### config.mk
export PLATFORM = sky130hd
export DESIGN_NAME = anode_headroom_ctrl
export DESIGN_NICKNAME = d
export VERILOG_FILES = /design/src/rtl/anode_headroom_ctrl.sv
export SDC_FILE = /design/constraint.sdc
export NUM_CORES = 1
export LEC_CHECK = 0
export BUFFER_PORTS_ARGS = -buffer_cell sky130_fd_sc_hd__buf_2
export CAP_MARGIN = 20
export CORE_UTILIZATION = 62
export CTS_BUF_LIST = sky130_fd_sc_hd__clkbuf_8
export DETAILED_ROUTE_END_ITERATION = 8
export HOLD_SLACK_MARGIN = 0.1
export PLACE_DENSITY_LB_ADDON = 0.1
export SLEW_MARGIN = 20
export SYNTH_ARGS = -nofsm -noshare
export SYNTH_HDL_FRONTEND = slang
export SYNTH_SLANG_ARGS = --single-unit
### constraint.sdc
create_clock -name clk -period 5.67 [get_ports clk]
set_input_delay 0.2835 -clock clk [delete_from_list [all_inputs] [get_ports clk]]
set_output_delay 0.2835 -clock clk [all_outputs]
set_load 0.005 [all_outputs]
### src/rtl/anode_headroom_ctrl.sv
module anode_headroom_ctrl #(
  parameter int CODE_W   = 8,
  parameter int RAMP_DIV = 150000,
  parameter int PWM_LEN  = 4096,
  parameter int EVAL_IDX = 32
) (
  input  logic              clk,
  input  logic              rst_n,
  input  logic              gs_pulse,
  input  logic [CODE_W-1:0] fb_code,
  input  logic [2:0]        chan_on,
  input  logic [2:0]        cmp_low,
  input  logic [2:0]        cmp_high,
  input  logic [2:0]        cmp_ovp,
  output logic [CODE_W-1:0] target,
  output logic              ramp_done
);

  localparam int DIV_W = (RAMP_DIV > 1) ? $clog2(RAMP_DIV) : 1;
  localparam int GS_W  = $clog2(PWM_LEN);
  localparam logic [CODE_W-1:0] CODE_MAX = {CODE_W{1'b1}};
  localparam logic [1:0] DIR_HOLD = 2'd0, DIR_UP = 2'd1, DIR_DN = 2'd2;

  logic [DIV_W-1:0] div_cnt;
  logic [GS_W-1:0]  gs_cnt;
  logic [1:0]       dir;

  wire sample_hit = gs_pulse && (gs_cnt == GS_W'(EVAL_IDX - 1));
  wire apply_hit  = gs_pulse && (gs_cnt == GS_W'(EVAL_IDX));
  wire all_on     = &chan_on;
  wire want_up    = (|cmp_low) && !(|cmp_ovp);
  wire want_dn    = (&cmp_high) && !(|cmp_low);
  wire step_tick  = (div_cnt == DIV_W'(RAMP_DIV - 1));

  always_ff @(posedge clk) begin
    if (!rst_n)
      gs_cnt <= '0;
    else if (gs_pulse)
      gs_cnt <= (gs_cnt == GS_W'(PWM_LEN - 1)) ? '0 : gs_cnt + 1'b1;
  end

  always_ff @(posedge clk) begin
    if (!rst_n)
      dir <= DIR_HOLD;
    else if (sample_hit)
      dir <= (!ramp_done || !all_on) ? DIR_HOLD :
             want_up ? DIR_UP : want_dn ? DIR_DN : DIR_HOLD;
    else if (apply_hit)
      dir <= DIR_HOLD;
  end

  always_ff @(posedge clk) begin
    if (!rst_n) begin
      target    <= '0;
      ramp_done <= 1'b0;
      div_cnt   <= '0;
    end else if (!ramp_done) begin
      if (target >= fb_code)
        ramp_done <= 1'b1;
      else if (step_tick) begin
        div_cnt <= '0;
        target  <= target + 1'b1;
      end else
        div_cnt <= div_cnt + 1'b1;
    end else if (apply_hit) begin
      if (dir == DIR_UP && target != CODE_MAX)
        target <= target + 1'b1;
      else if (dir == DIR_DN && target != '0)
        target <= target - 1'b1;
    end
  end

  assert_single_step_R10: assert property (@(posedge clk) disable iff (!rst_n)
    (target != $past(target)) |->
      (target == $past(target) + 1'b1) || (target == $past(target) - 1'b1));

  assert_no_wrap_top_R10: assert property (@(posedge clk) disable iff (!rst_n)
    (target == CODE_MAX) |=> (target != '0));

  assert_no_wrap_bottom_R10: assert property (@(posedge clk) disable iff (!rst_n)
    (target == '0) |=> (target != CODE_MAX));

  assert_ramp_monotonic_R3: assert property (@(posedge clk) disable iff (!rst_n)
    !ramp_done |=> (target >= $past(target)));

  assert_apply_only_R4: assert property (@(posedge clk) disable iff (!rst_n)
    (ramp_done && !apply_hit) |=> $stable(target));

  assert_ovp_blocks_up_R8: assert property (@(posedge clk) disable iff (!rst_n)
    (sample_hit && |cmp_ovp) |=> (dir != DIR_UP));

  assert_done_sticky_R11: assert property (@(posedge clk) disable iff (!rst_n)
    ramp_done |=> ramp_done);

endmodule

==> results of run 1 <==
metal layers:
metal | wire length (µm) | part of all wire | vias to the layer above | global-route usage
met2 | 2420 | 0.49 | 69 | 0.479
li1 | - | - | 1082 | -
met3 | 220 | 0.045 | 10 | 0.0536
met4 | 77 | 0.016 | 0 | 0.103
met5 | 0 | 0 | - | 0
met1 | 2220 | 0.45 | 992 | 0.297
how the worst min path moves through the flow:
| stage | slack [ns] | cells after the start | to | from |
|---|---|---|---|---|
| after floorplan | 0.43 | 2 | target[5] | rst_n |
| after global placement | 0.48 | 2 | dir[0] | dir[0] |
| after detailed placement | 0.50 | 2 | gs_cnt[0] | gs_cnt[0] |
| after CTS | 0.31 | 3 | target[5] | rst_n |
| after global routing | 0.34 | 3 | target[5] | rst_n |
| final | 0.32 | 3 | target[5] | rst_n |
cells by family after synthesis:
kind of cell,synth area share
fa+ha+maj,0.0727
compound gates,0.140
simple gates,0.300
flops,0.340
buf+inv,0.0405
xor+xnor,0.0981
mux,0.00830
area by class of cell:
cell class	instances	share of cell area
clock buffer	6	0.0304
clock inverter	2	0.0124
inverter	16	0.0221
multi-input combinational	224	0.553
sequential	41	0.302
tap	48	0.0221
timing repair buffer	31	0.0572
sequential cells by signal, summed over array words and instances, names as in the netlist:
signal     count
div_cnt       18
gs_cnt        12
target         8
dir            2
ramp_done      1
report_power, final:
group | leakage (nW) | switching, mW | internal (mW)
clock | 0.0626 | 0.100 | 0.142
sequential | 0.331 | 0.00331 | 0.291
combinational | 0.683 | 0.0172 | 0.0141
total | 1.08 | 0.121 | 0.447
cells in the mapped netlist, types with 3 or more instances:
| master | count | area, µm² |
|---|---|---|
| and4_1 | 4 | 35.0 |
| ha_1 | 14 | 175 |
| and3_1 | 4 | 25.0 |
| xor2_1 | 8 | 70.1 |
| buf_2 | 3 | 15.0 |
| nor3_1 | 7 | 35.0 |
| nor2_1 | 45 | 169 |
| nand3_1 | 12 | 60.1 |
| nor3_2 | 4 | 40.0 |
| dfxtp_1 | 41 | 821 |
| clkbuf_1 | 3 | 11.3 |
| xnor2_1 | 19 | 166 |
| nand4_1 | 12 | 75.1 |
| nor4_1 | 5 | 31.3 |
| or3_1 | 8 | 50.1 |
| a21oi_1 | 14 | 70.1 |
| nand2_1 | 18 | 67.6 |
| inv_1 | 16 | 60.1 |
| nand2b_1 | 6 | 37.5 |
| o21ai_0 | 6 | 30.0 |
worst min-delay path, cell delays in order:
cell	delay [ns]
buf_2	0.15
nand2_1	0.07
mux2i_1	0.06
cell usage in the layout (no fill, tap or decap), types with 4 or more instances in the layout:
cell type / instances
xor2_1: 8
dfxtp_1: 41
clkbuf_8: 6
and4_1: 4
nand4_1: 12
nor3_2: 4
nand2b_1: 6
or3_1: 8
nor3_1: 7
buf_2: 31
o21ai_0: 6
xnor2_1: 19
nand2_1: 18
nor4_1: 5
and3_1: 4
nor2_1: 45
inv_1: 17
ha_1: 14
nand3_1: 12
a21oi_1: 14
metrics by stage:
stage	setup WS (ns)	power [mW]	instances
after global placement	3.14	0.331	360
after global routing	2.89	0.586	368
after floorplan	3.55	0.320	288
after CTS	3.11	0.572	368
after detailed placement	3.10	0.332	360
final	3.09	0.567	368
==> impl_metrics.prom, run 1 <==
# TYPE chip_impl_metric gauge
chip_impl_metric{name="post_synth_instance_area",unit="mm²"} 0.00241
chip_impl_metric{name="grt_remaining_overflow",unit=""} 0
chip_impl_metric{name="unique_masters_post_synth",unit=""} 50
chip_impl_metric{name="setup_viol",unit=""} 0
chip_impl_metric{name="first_pass_grt_wire_length",unit="µm"} 8580
chip_impl_metric{name="floorplan.die.width",unit="µm"} 64.4
chip_impl_metric{name="layout_worst_path_cycle_share",unit=""} 0.454
chip_impl_metric{name="post_cts_resized",unit=""} 0
chip_impl_info{name="crit_path_top_delay_cell",value="dfxtp_1"} 1
chip_impl_info{name="timing.hold.worst.class",value="in -> reg"} 1
chip_impl_metric{name="cts_buffers",unit=""} 5
chip_impl_metric{name="numClockSinks",unit=""} 41
chip_impl_metric{name="reg2reg_path_depth",unit=""} 7
chip_impl_metric{name="power_leakage",unit="nW"} 1.08
chip_impl_metric{name="final_antenna_net_count",unit=""} 0
chip_impl_metric{name="clock_tree.htree_level_count",unit=""} 2
chip_impl_metric{name="fp-row-count",unit=""} 22
chip_impl_info{name="setup.worst_path.start",value="target[2]"} 1
chip_impl_metric{name="asyncSetResetFlopFracSynth",unit=""} 0
chip_impl_metric{name="syn_to_final_growth",unit="%"} 12.6
chip_impl_info{name="timing_worst_setup_path_type",value="reg -> reg"} 1
chip_impl_metric{name="worst_skew_late_latency",unit="ns"} 0.30
chip_impl_info{name="cp-end-kind",value="flop"} 1
chip_impl_metric{name="post-dp-hpwl",unit="µm"} 3640
chip_impl_metric{name="number_of_search_and_repair_iterations_in_the_first_detailed_routing_pass",unit=""} 6
chip_impl_metric{name="buffer_ports.inserted",unit=""} 31
chip_impl_metric{name="whs",unit="ns"} 0.316
chip_impl_metric{name="fin_skew",unit="ns"} 0.00738
chip_impl_info{name="worst_r2r_startpoint",value="target[2]"} 1
chip_impl_metric{name="drt_wl_total",unit="µm"} 4940
chip_impl_info{name="status",value="complete, no violations"} 1
chip_impl_metric{name="first_global_vias",unit=""} 2068
chip_impl_metric{name="finalWeightedCongestion",unit=""} 0.874
chip_impl_metric{name="die-height",unit="µm"} 64.4
chip_impl_metric{name="critical_path_arrival",unit="ns"} 2.74
chip_impl_info{name="setup.worst_path.end",value="div_cnt[4]"} 1
chip_impl_metric{name="cts_max_path_buffers",unit=""} 2
chip_impl_metric{name="crit_fanout",unit=""} 17
chip_impl_metric{name="clock.fmax",unit="GHz"} 0.388
chip_impl_metric{name="seqCellArea",unit="µm²"} 821
chip_impl_metric{name="fill_cells",unit=""} 279
chip_impl_metric{name="powerDensity",unit="mW/mm²"} 209
chip_impl_info{name="critical_path.most_common_cell",value="nand2_1"} 1
chip_impl_metric{name="crit_buf_inv",unit=""} 0
chip_impl_metric{name="synthesis.nets",unit=""} 325
chip_impl_metric{name="num_io_pins",unit=""} 32
chip_impl_metric{name="syn_inst",unit=""} 288
chip_impl_metric{name="layout.core_utilization",unit=""} 0.736
chip_impl_metric{name="maxSlewHeadroom",unit=""} 0.499
chip_impl_info{name="setup.worst_path.start_class",value="flop"} 1
chip_impl_metric{name="routed-via-count",unit=""} 2153
chip_impl_metric{name="number_of_flops_mapped_to_enable_cells_by_yosys",unit=""} 0
chip_impl_metric{name="ys_seq_elements",unit=""} 41
chip_impl_metric{name="antenna-diode-count",unit=""} 0
chip_impl_metric{name="drt_first_iter_violations",unit=""} 151
chip_impl_metric{name="number_of_stages_on_the_worst_setup_path",unit=""} 7
chip_impl_metric{name="core",unit="mm²"} 0.00369
chip_impl_info{name="clk_root_buffer_cell",value="clkbuf_8"} 1
chip_impl_info{name="cp_delay_by_family_top",value="simple AND/OR/NAND/NOR gates"} 1
chip_impl_metric{name="timing.critical_path.slowest_cell_delay",unit="ns"} 0.52
chip_impl_metric{name="grt_util_all_layers",unit=""} 0.264
chip_impl_metric{name="post_route_cells_drive_above_1_share",unit=""} 0.159
chip_impl_metric{name="post_dp_cell_area",unit="mm²"} 0.00260
chip_impl_metric{name="multiInputGateArea",unit="mm²"} 0.00150
chip_impl_metric{name="routed_wire_length_per_instance",unit="µm"} 13.4
chip_impl_metric{name="final-max-slew-violation-count",unit=""} 0
chip_impl_metric{name="ys_seq_area_frac",unit=""} 0.340
chip_impl_info{name="grt_setup_unrepaired",value="no"} 1
chip_impl_metric{name="initial_core_util",unit=""} 0.654
chip_impl_metric{name="path_clk_slew",unit="ns"} 0.08
chip_impl_metric{name="cts_hold_buf",unit=""} 0
chip_impl_metric{name="period_minus_ws_final",unit="ns"} 2.58
chip_impl_metric{name="worstMarginPinSlew",unit="ns"} 0.745
chip_impl_info{name="timing.critical_path.cells",value="ha_1 -> or3_1 -> a21oi_1 -> o31a_4 -> nand2_1 -> nand2_1 -> nor2_1"} 1
chip_impl_info{name="cts_tree",value="done"} 1
chip_impl_metric{name="cts_setup_buffers",unit=""} 0
chip_impl_metric{name="grt_max_degree",unit=""} 18
chip_impl_metric{name="via_per_inst",unit=""} 5.85
chip_impl_metric{name="drt_drc_violations_left",unit=""} 0
chip_impl_metric{name="drv.max_cap_violation_count",unit=""} 0
chip_impl_metric{name="timing_hold_violations_final",unit=""} 0
chip_impl_metric{name="finish.instance_area",unit="mm²"} 0.00271
chip_impl_metric{name="antenna_found_initial",unit=""} 0
chip_impl_metric{name="final_net_count",unit=""} 356
chip_impl_metric{name="worst_ir_drop_vdd",unit="µV"} 140
chip_impl_metric{name="synthesis.yosys.warnings",unit=""} 0
chip_impl_info{name="worst_r2r_endpoint",value="div_cnt[4]"} 1
chip_impl_info{name="synth_top_flop_cell",value="dfxtp_1"} 1
chip_impl_metric{name="totalNegativeSetupSlack",unit="ns"} 0
chip_impl_metric{name="reg2reg_slack",unit="ns"} 3.09
chip_impl_metric{name="post_synth.cell_area_avg",unit="µm²"} 8.37
chip_impl_metric{name="die_area",unit="mm²"} 0.00414
chip_impl_metric{name="worst_ep_required_time",unit="ns"} 5.83
Power figures use the tool's default switching activity.
==> run 2: changes to the inputs <==
CORE_UTILIZATION = 60   (was 62)
clock period = 2.6 ns   (was 5.67 ns; I/O delays follow)
==> run 2 against run 1 <==
  * Wire length is 4.0% higher
  * Clock skew increased by 0.0052 ns
  * Power is 120% higher
  * Sequential power grew 120%
  * Worst hold slack got worse by 0.16 ns
  * Largest power group unchanged
  * Clock power is 120% higher
  * Critical path type unchanged
  * Largest cell class unchanged
  * Final cell count up 0.82%
==> impl_metrics.prom, run 2 (same netlist as run 1, synthesis figures left out) <==
# TYPE chip_impl_metric gauge
chip_impl_metric{name="buffer_ports.inserted",unit=""} 31
chip_impl_metric{name="finalWeightedCongestion",unit=""} 0.860
chip_impl_metric{name="drt_drc_violations_left",unit=""} 0
chip_impl_metric{name="grt_util_all_layers",unit=""} 0.265
chip_impl_metric{name="hold-path-cell-count",unit=""} 3
chip_impl_metric{name="post_route_cells_drive_above_1_share",unit=""} 0.167
chip_impl_metric{name="critical_path_arrival",unit="ns"} 2.61
chip_impl_metric{name="timing_hold_violations_final",unit=""} 0
chip_impl_metric{name="cts_max_path_buffers",unit=""} 2
chip_impl_metric{name="antenna-diode-count",unit=""} 0
chip_impl_info{name="timing.hold.worst.class",value="in -> reg"} 1
chip_impl_metric{name="path_clk_slew",unit="ns"} 0.09
chip_impl_info{name="top_library_cells_by_usage_in_the_layout_fill_and_taps_aside",value="nor2_1 (45), dfxtp_1 (41), buf_2 (31)"} 1
chip_impl_metric{name="maxSlewHeadroom",unit=""} 0.497
chip_impl_metric{name="totalNegativeSetupSlack",unit="ns"} 0
chip_impl_metric{name="clock.fmax",unit="GHz"} 0.412
chip_impl_metric{name="power_leakage",unit="nW"} 1.09
chip_impl_metric{name="worstMarginPinSlew",unit="ns"} 0.751
chip_impl_metric{name="worst_ep_required_time",unit="ns"} 2.79
chip_impl_metric{name="initial_core_util",unit=""} 0.644
chip_impl_info{name="cp-end-kind",value="flop"} 1
chip_impl_metric{name="cts_hold_buf",unit=""} 0
chip_impl_metric{name="period_minus_ws_final",unit="ns"} 2.43
chip_impl_metric{name="layout.core_utilization",unit=""} 0.729
chip_impl_info{name="status",value="complete, no violations"} 1
chip_impl_metric{name="number_of_stages_on_the_worst_setup_path",unit=""} 8
chip_impl_metric{name="number_of_search_and_repair_iterations_in_the_first_detailed_routing_pass",unit=""} 4
chip_impl_metric{name="whs",unit="ns"} 0.160
chip_impl_info{name="largest_registers",value="div_cnt (18), gs_cnt (12), target (8)"} 1
chip_impl_info{name="largest_register",value="div_cnt"} 1
chip_impl_metric{name="fin_skew",unit="ns"} 0.0126
chip_impl_metric{name="syn_to_final_growth",unit="%"} 13.1
chip_impl_info{name="timing.critical_path.cells",value="ha_1 -> o21a_1 -> a21oi_1 -> o31ai_2 -> buf_4 -> nor2_1 -> xnor2_1 -> nor2_1"} 1
chip_impl_metric{name="fp-row-count",unit=""} 22
chip_impl_metric{name="first_pass_grt_wire_length",unit="µm"} 8600
chip_impl_metric{name="worst_skew_late_latency",unit="ns"} 0.31
chip_impl_metric{name="final_cell_count_no_fill",unit=""} 371
chip_impl_metric{name="post-dp-hpwl",unit="µm"} 3640
chip_impl_metric{name="drt_wl_total",unit="µm"} 5140
chip_impl_metric{name="first_global_vias",unit=""} 1892
chip_impl_metric{name="final_antenna_net_count",unit=""} 0
chip_impl_info{name="cts_tree",value="done"} 1
chip_impl_metric{name="die-height",unit="µm"} 65.4
chip_impl_metric{name="reg2reg_path_depth",unit=""} 8
chip_impl_metric{name="antenna_found_initial",unit=""} 0
chip_impl_metric{name="post-place-cells",unit=""} 363
chip_impl_metric{name="setup_viol",unit=""} 0
chip_impl_info{name="layout.cells.most_common",value="nor2_1"} 1
chip_impl_metric{name="via_per_inst",unit=""} 5.62
chip_impl_metric{name="final_net_count",unit=""} 359
chip_impl_metric{name="post_cts_resized",unit=""} 0
chip_impl_metric{name="timing.critical_path.slowest_cell_delay",unit="ns"} 0.69
chip_impl_metric{name="crit_fanout",unit=""} 10
chip_impl_metric{name="num_io_pins",unit=""} 32
chip_impl_metric{name="die_area",unit="mm²"} 0.00428
chip_impl_metric{name="crit_buf_inv",unit=""} 1
chip_impl_metric{name="worst_ir_drop_vdd",unit="µV"} 484
chip_impl_metric{name="numClockSinks",unit=""} 41
chip_impl_info{name="grt_setup_unrepaired",value="no"} 1
chip_impl_metric{name="clock_tree.htree_level_count",unit=""} 2
chip_impl_metric{name="grt_max_degree",unit=""} 18
chip_impl_metric{name="grt_remaining_overflow",unit=""} 0
chip_impl_info{name="critical_path.most_common_cell",value="nor2_1"} 1
chip_impl_info{name="crit_path_top_delay_cell",value="o31ai_2"} 1
chip_impl_metric{name="max_ffs_per_register",unit=""} 18
chip_impl_metric{name="floorplan.die.width",unit="µm"} 65.4
chip_impl_metric{name="routed_wire_length_per_instance",unit="µm"} 13.9
chip_impl_metric{name="finish.instance_area",unit="mm²"} 0.00273
chip_impl_metric{name="routed-via-count",unit=""} 2084
chip_impl_metric{name="powerDensity",unit="mW/mm²"} 460
chip_impl_metric{name="reg2reg_slack",unit="ns"} 0.17
chip_impl_metric{name="drv.max_cap_violation_count",unit=""} 0
chip_impl_metric{name="post_dp_cell_area",unit="mm²"} 0.00261
chip_impl_info{name="clk_root_buffer_cell",value="clkbuf_8"} 1
chip_impl_info{name="setup.worst_path.start_class",value="flop"} 1
chip_impl_info{name="cp_delay_by_family_top",value="compound AO/OA/AOI/OAI gates"} 1
chip_impl_metric{name="cts_buffers",unit=""} 5
chip_impl_metric{name="final-max-slew-violation-count",unit=""} 0
chip_impl_metric{name="cts_setup_buffers",unit=""} 0
chip_impl_metric{name="drt_first_iter_violations",unit=""} 120
chip_impl_metric{name="core",unit="mm²"} 0.00374
chip_impl_info{name="timing_worst_setup_path_type",value="reg -> reg"} 1
chip_impl_metric{name="layout_worst_path_cycle_share",unit=""} 0.933
run 2: cell types whose count changed in the layout (fill, tap and decap cells not counted):
cell,change
buf_4,+3
o31ai_2,+1
o31ai_4,-1
run 2: final cells by class:
class / instances / area, µm²
clock inverter: 2 / 33.8
multi-input combinational: 224 / 1490
clock buffer: 6 / 82.6
inverter: 16 / 60.1
sequential: 41 / 821
timing repair buffer: 34 / 178
fill: 314 / 1020
tap: 48 / 60.1
run 2: tightest hold or removal path: stages:
cell and delay (ns):
buf_2 0.15, nand2_1 0.07, mux2i_1 0.06
run 2: final timing paths:
kind	from	end
worst max-delay path	target[3]	div_cnt[3]
worst min-delay path	rst_n	target[5]
worst max register to register	target[3]	div_cnt[3]
worst min register to register	dir[0]	dir[0]
run 2: report_power, final:
part	internal, mW	switching (mW)	total [mW]
registers	0.634	0.00793	0.642
logic	0.0322	0.0380	0.0702
clock network	0.309	0.233	0.542
run 2: metrics by stage:
| step | setup WS (ns) | total power [mW] |
|---|---|---|
| final | 0.173 | 1.25 |
| after global placement | 0.336 | 0.724 |
| after CTS | 0.210 | 1.26 |
| after detailed placement | 0.265 | 0.726 |
| after floorplan | 0.476 | 0.697 |
| after global routing | 0.0455 | 1.30 |
run 2: metal layers:
| layer | vias up | track usage | share of wire |
|---|---|---|---|
| li1 | 1090 | - | - |
| met1 | 944 | 0.336 | 0.47 |
| met2 | 41 | 0.430 | 0.47 |
| met3 | 9 | 0.0729 | 0.041 |
| met4 | 0 | 0.0897 | 0.018 |
| met5 | - | 0 | 0 |
==> run 3: changes to the inputs <==
PLACE_DENSITY = 0.83   (was unset)
PLACE_DENSITY_LB_ADDON = unset   (was 0.1)
==> run 3 against run 2 <==
  * Wire length down 4.1%
  * Clock skew fell by 0.0058 ns
  * Combinational power about the same
  * Largest power group unchanged
  * Clock power is 24% lower
==> impl_metrics.prom, run 3 (same netlist as run 1, synthesis figures left out) <==
# TYPE chip_impl_metric gauge
chip_impl_metric{name="crit_fanout",unit=""} 8
chip_impl_metric{name="final-max-slew-violation-count",unit=""} 0
chip_impl_metric{name="routed_wire_length_per_instance",unit="µm"} 13.3
chip_impl_metric{name="reg2reg_slack",unit="ns"} 0.22
chip_impl_metric{name="reg2reg_path_depth",unit=""} 6
chip_impl_metric{name="max_ffs_per_register",unit=""} 18
chip_impl_metric{name="layout.core_utilization",unit=""} 0.728
chip_impl_metric{name="clock_tree.htree_level_count",unit=""} 2
chip_impl_metric{name="power_leakage",unit="nW"} 1.09
chip_impl_metric{name="worst_skew_late_latency",unit="ns"} 0.29
chip_impl_metric{name="final_antenna_net_count",unit=""} 0
chip_impl_metric{name="syn_to_final_growth",unit="%"} 13.1
chip_impl_metric{name="grt_util_all_layers",unit=""} 0.251
chip_impl_metric{name="cts_setup_buffers",unit=""} 0
chip_impl_metric{name="cts_max_path_buffers",unit=""} 2
chip_impl_metric{name="numClockSinks",unit=""} 41
chip_impl_metric{name="fp-row-count",unit=""} 22
chip_impl_info{name="worstHoldEndpoint",value="target[5]"} 1
chip_impl_metric{name="initial_core_util",unit=""} 0.644
chip_impl_metric{name="antenna-diode-count",unit=""} 0
chip_impl_metric{name="critical_path_arrival",unit="ns"} 2.61
chip_impl_info{name="crit_path_top_delay_cell",value="a2111oi_1"} 1
chip_impl_metric{name="die-height",unit="µm"} 65.4
chip_impl_metric{name="final_net_count",unit=""} 361
chip_impl_metric{name="drv.max_cap_violation_count",unit=""} 0
chip_impl_metric{name="number_of_search_and_repair_iterations_in_the_first_detailed_routing_pass",unit=""} 4
chip_impl_metric{name="post_cts_resized",unit=""} 0
chip_impl_metric{name="drt_wl_total",unit="µm"} 4930
chip_impl_metric{name="via_per_inst",unit=""} 5.79
chip_impl_info{name="worst_r2r_endpoint",value="target[7]"} 1
chip_impl_metric{name="post_route_cells_drive_above_1_share",unit=""} 0.173
chip_impl_metric{name="timing.critical_path.slowest_cell_delay",unit="ns"} 0.63
chip_impl_info{name="cts_tree",value="done"} 1
chip_impl_metric{name="finalWeightedCongestion",unit=""} 0.881
chip_impl_info{name="layout.cells.most_common",value="nor2_1"} 1
chip_impl_info{name="top_library_cells_by_usage_in_the_layout_fill_and_taps_aside",value="nor2_1 (45), dfxtp_1 (41), buf_2 (31)"} 1
chip_impl_metric{name="buffer_ports.inserted",unit=""} 31
chip_impl_metric{name="path_clk_slew",unit="ns"} 0.07
chip_impl_metric{name="die_area",unit="mm²"} 0.00428
chip_impl_metric{name="final_cell_count_no_fill",unit=""} 372
chip_impl_metric{name="num_io_pins",unit=""} 32
chip_impl_info{name="worst_r2r_startpoint",value="target[6]"} 1
chip_impl_metric{name="post-place-cells",unit=""} 365
chip_impl_metric{name="grt_remaining_overflow",unit=""} 0
chip_impl_info{name="setup.worst_path.start_class",value="flop"} 1
chip_impl_metric{name="first_global_vias",unit=""} 1930
chip_impl_info{name="largest_register",value="div_cnt"} 1
chip_impl_metric{name="layout_worst_path_cycle_share",unit=""} 0.917
chip_impl_metric{name="setup_viol",unit=""} 0
chip_impl_metric{name="worst_ir_drop_vdd",unit="µV"} 314
chip_impl_metric{name="floorplan.die.width",unit="µm"} 65.4
chip_impl_metric{name="grt_max_degree",unit=""} 18
chip_impl_metric{name="totalNegativeSetupSlack",unit="ns"} 0
chip_impl_metric{name="drt_first_iter_violations",unit=""} 135
chip_impl_metric{name="clock.fmax",unit="GHz"} 0.419
chip_impl_info{name="cp-end-kind",value="flop"} 1
chip_impl_metric{name="powerDensity",unit="mW/mm²"} 412
chip_impl_metric{name="core",unit="mm²"} 0.00374
chip_impl_metric{name="worst_ep_required_time",unit="ns"} 2.82
chip_impl_metric{name="fin_skew",unit="ns"} 0.00678
chip_impl_info{name="timing_worst_setup_path_type",value="reg -> reg"} 1
chip_impl_metric{name="maxSlewHeadroom",unit=""} 0.504
chip_impl_info{name="status",value="complete, no violations"} 1
chip_impl_info{name="largest_registers",value="div_cnt (18), gs_cnt (12), target (8)"} 1
chip_impl_info{name="clk_root_buffer_cell",value="clkbuf_8"} 1
chip_impl_metric{name="timing_hold_violations_final",unit=""} 0
chip_impl_metric{name="cts_buffers",unit=""} 5
chip_impl_metric{name="drt_drc_violations_left",unit=""} 0
chip_impl_metric{name="period_minus_ws_final",unit="ns"} 2.38
chip_impl_info{name="grt_setup_unrepaired",value="no"} 1
chip_impl_metric{name="hold-path-cell-count",unit=""} 3
chip_impl_info{name="hold_path_startpoint",value="rst_n"} 1
chip_impl_metric{name="routed-via-count",unit=""} 2155
chip_impl_metric{name="antenna_found_initial",unit=""} 0
chip_impl_metric{name="worstMarginPinSlew",unit="ns"} 0.745
chip_impl_metric{name="post-dp-hpwl",unit="µm"} 3680
chip_impl_info{name="timing.critical_path.cells",value="ha_1 -> a21o_1 -> a2111oi_1 -> a31oi_4 -> or3_1 -> a21oi_1"} 1
chip_impl_metric{name="first_pass_grt_wire_length",unit="µm"} 8290
chip_impl_info{name="timing.hold.worst.class",value="in -> reg"} 1
chip_impl_metric{name="cts_hold_buf",unit=""} 0
[run 3: cell types whose count changed in the layout (fill, tap and decap cells not counted), sizes merged]
cell    before  now
bufinv       1    0
buf         34   36
[run 3: worst max path at each step]
stage / start / endpoint / slack (ns) / cells past startpoint
floorplan: target[6] / target[7] / 0.48 / 6
global placement: target[0] / div_cnt[15] / 0.16 / 8
detailed placement: target[6] / div_cnt[17] / 0.12 / 7
CTS: target[6] / div_cnt[17] / 0.07 / 7
global route: target[6] / div_cnt[17] / 0.12 / 7
finish: target[6] / target[7] / 0.22 / 6
[run 3: critical path: cells and delay by family (launching register included)]
| kind | cells | cell delay (ns) |
|---|---|---|
| flops | 1 | 0.47 |
| simple gates | 1 | 0.34 |
| fa+ha+maj | 1 | 0.31 |
| compound gates | 4 | 1.20 |
[run 3: where the power goes]
group          internal, mW  switching (mW)
Combinational        0.0320          0.0382
Sequential            0.635         0.00802
Clock                 0.207           0.205
[run 3: per-layer routing]
| layer | up-vias | global-route usage | wire length (µm) |
|---|---|---|---|
| met5 | - | 0 | 0 |
| met4 | 0 | 0.0870 | 65 |
| met3 | 6 | 0.0590 | 238 |
| met2 | 52 | 0.397 | 2280 |
| met1 | 1004 | 0.333 | 2350 |
| li1 | 1093 | - | - |
[run 3: final cells by class]
cell class                      count  area, µm²
Multi-Input combinational cell    224       1510
Fill cell                         310       1020
Sequential cell                    41        821
Timing Repair Buffer               36        193
Clock buffer                        6       82.6
Inverter                           16       60.1
Tap cell                           48       60.1
Clock inverter                      1       3.75
[run 3: stage by stage]
step	hold WS, ns	instance area (µm²)	setup slack (ns)	power, mW
after floorplan	0.278	2410	0.476	0.697
after global placement	0.460	2630	0.158	0.723
after detailed placement	0.467	2640	0.116	0.726
after CTS	0.154	2720	0.0747	1.14
after global routing	0.172	2730	0.116	1.18
final	0.166	2730	0.216	1.12
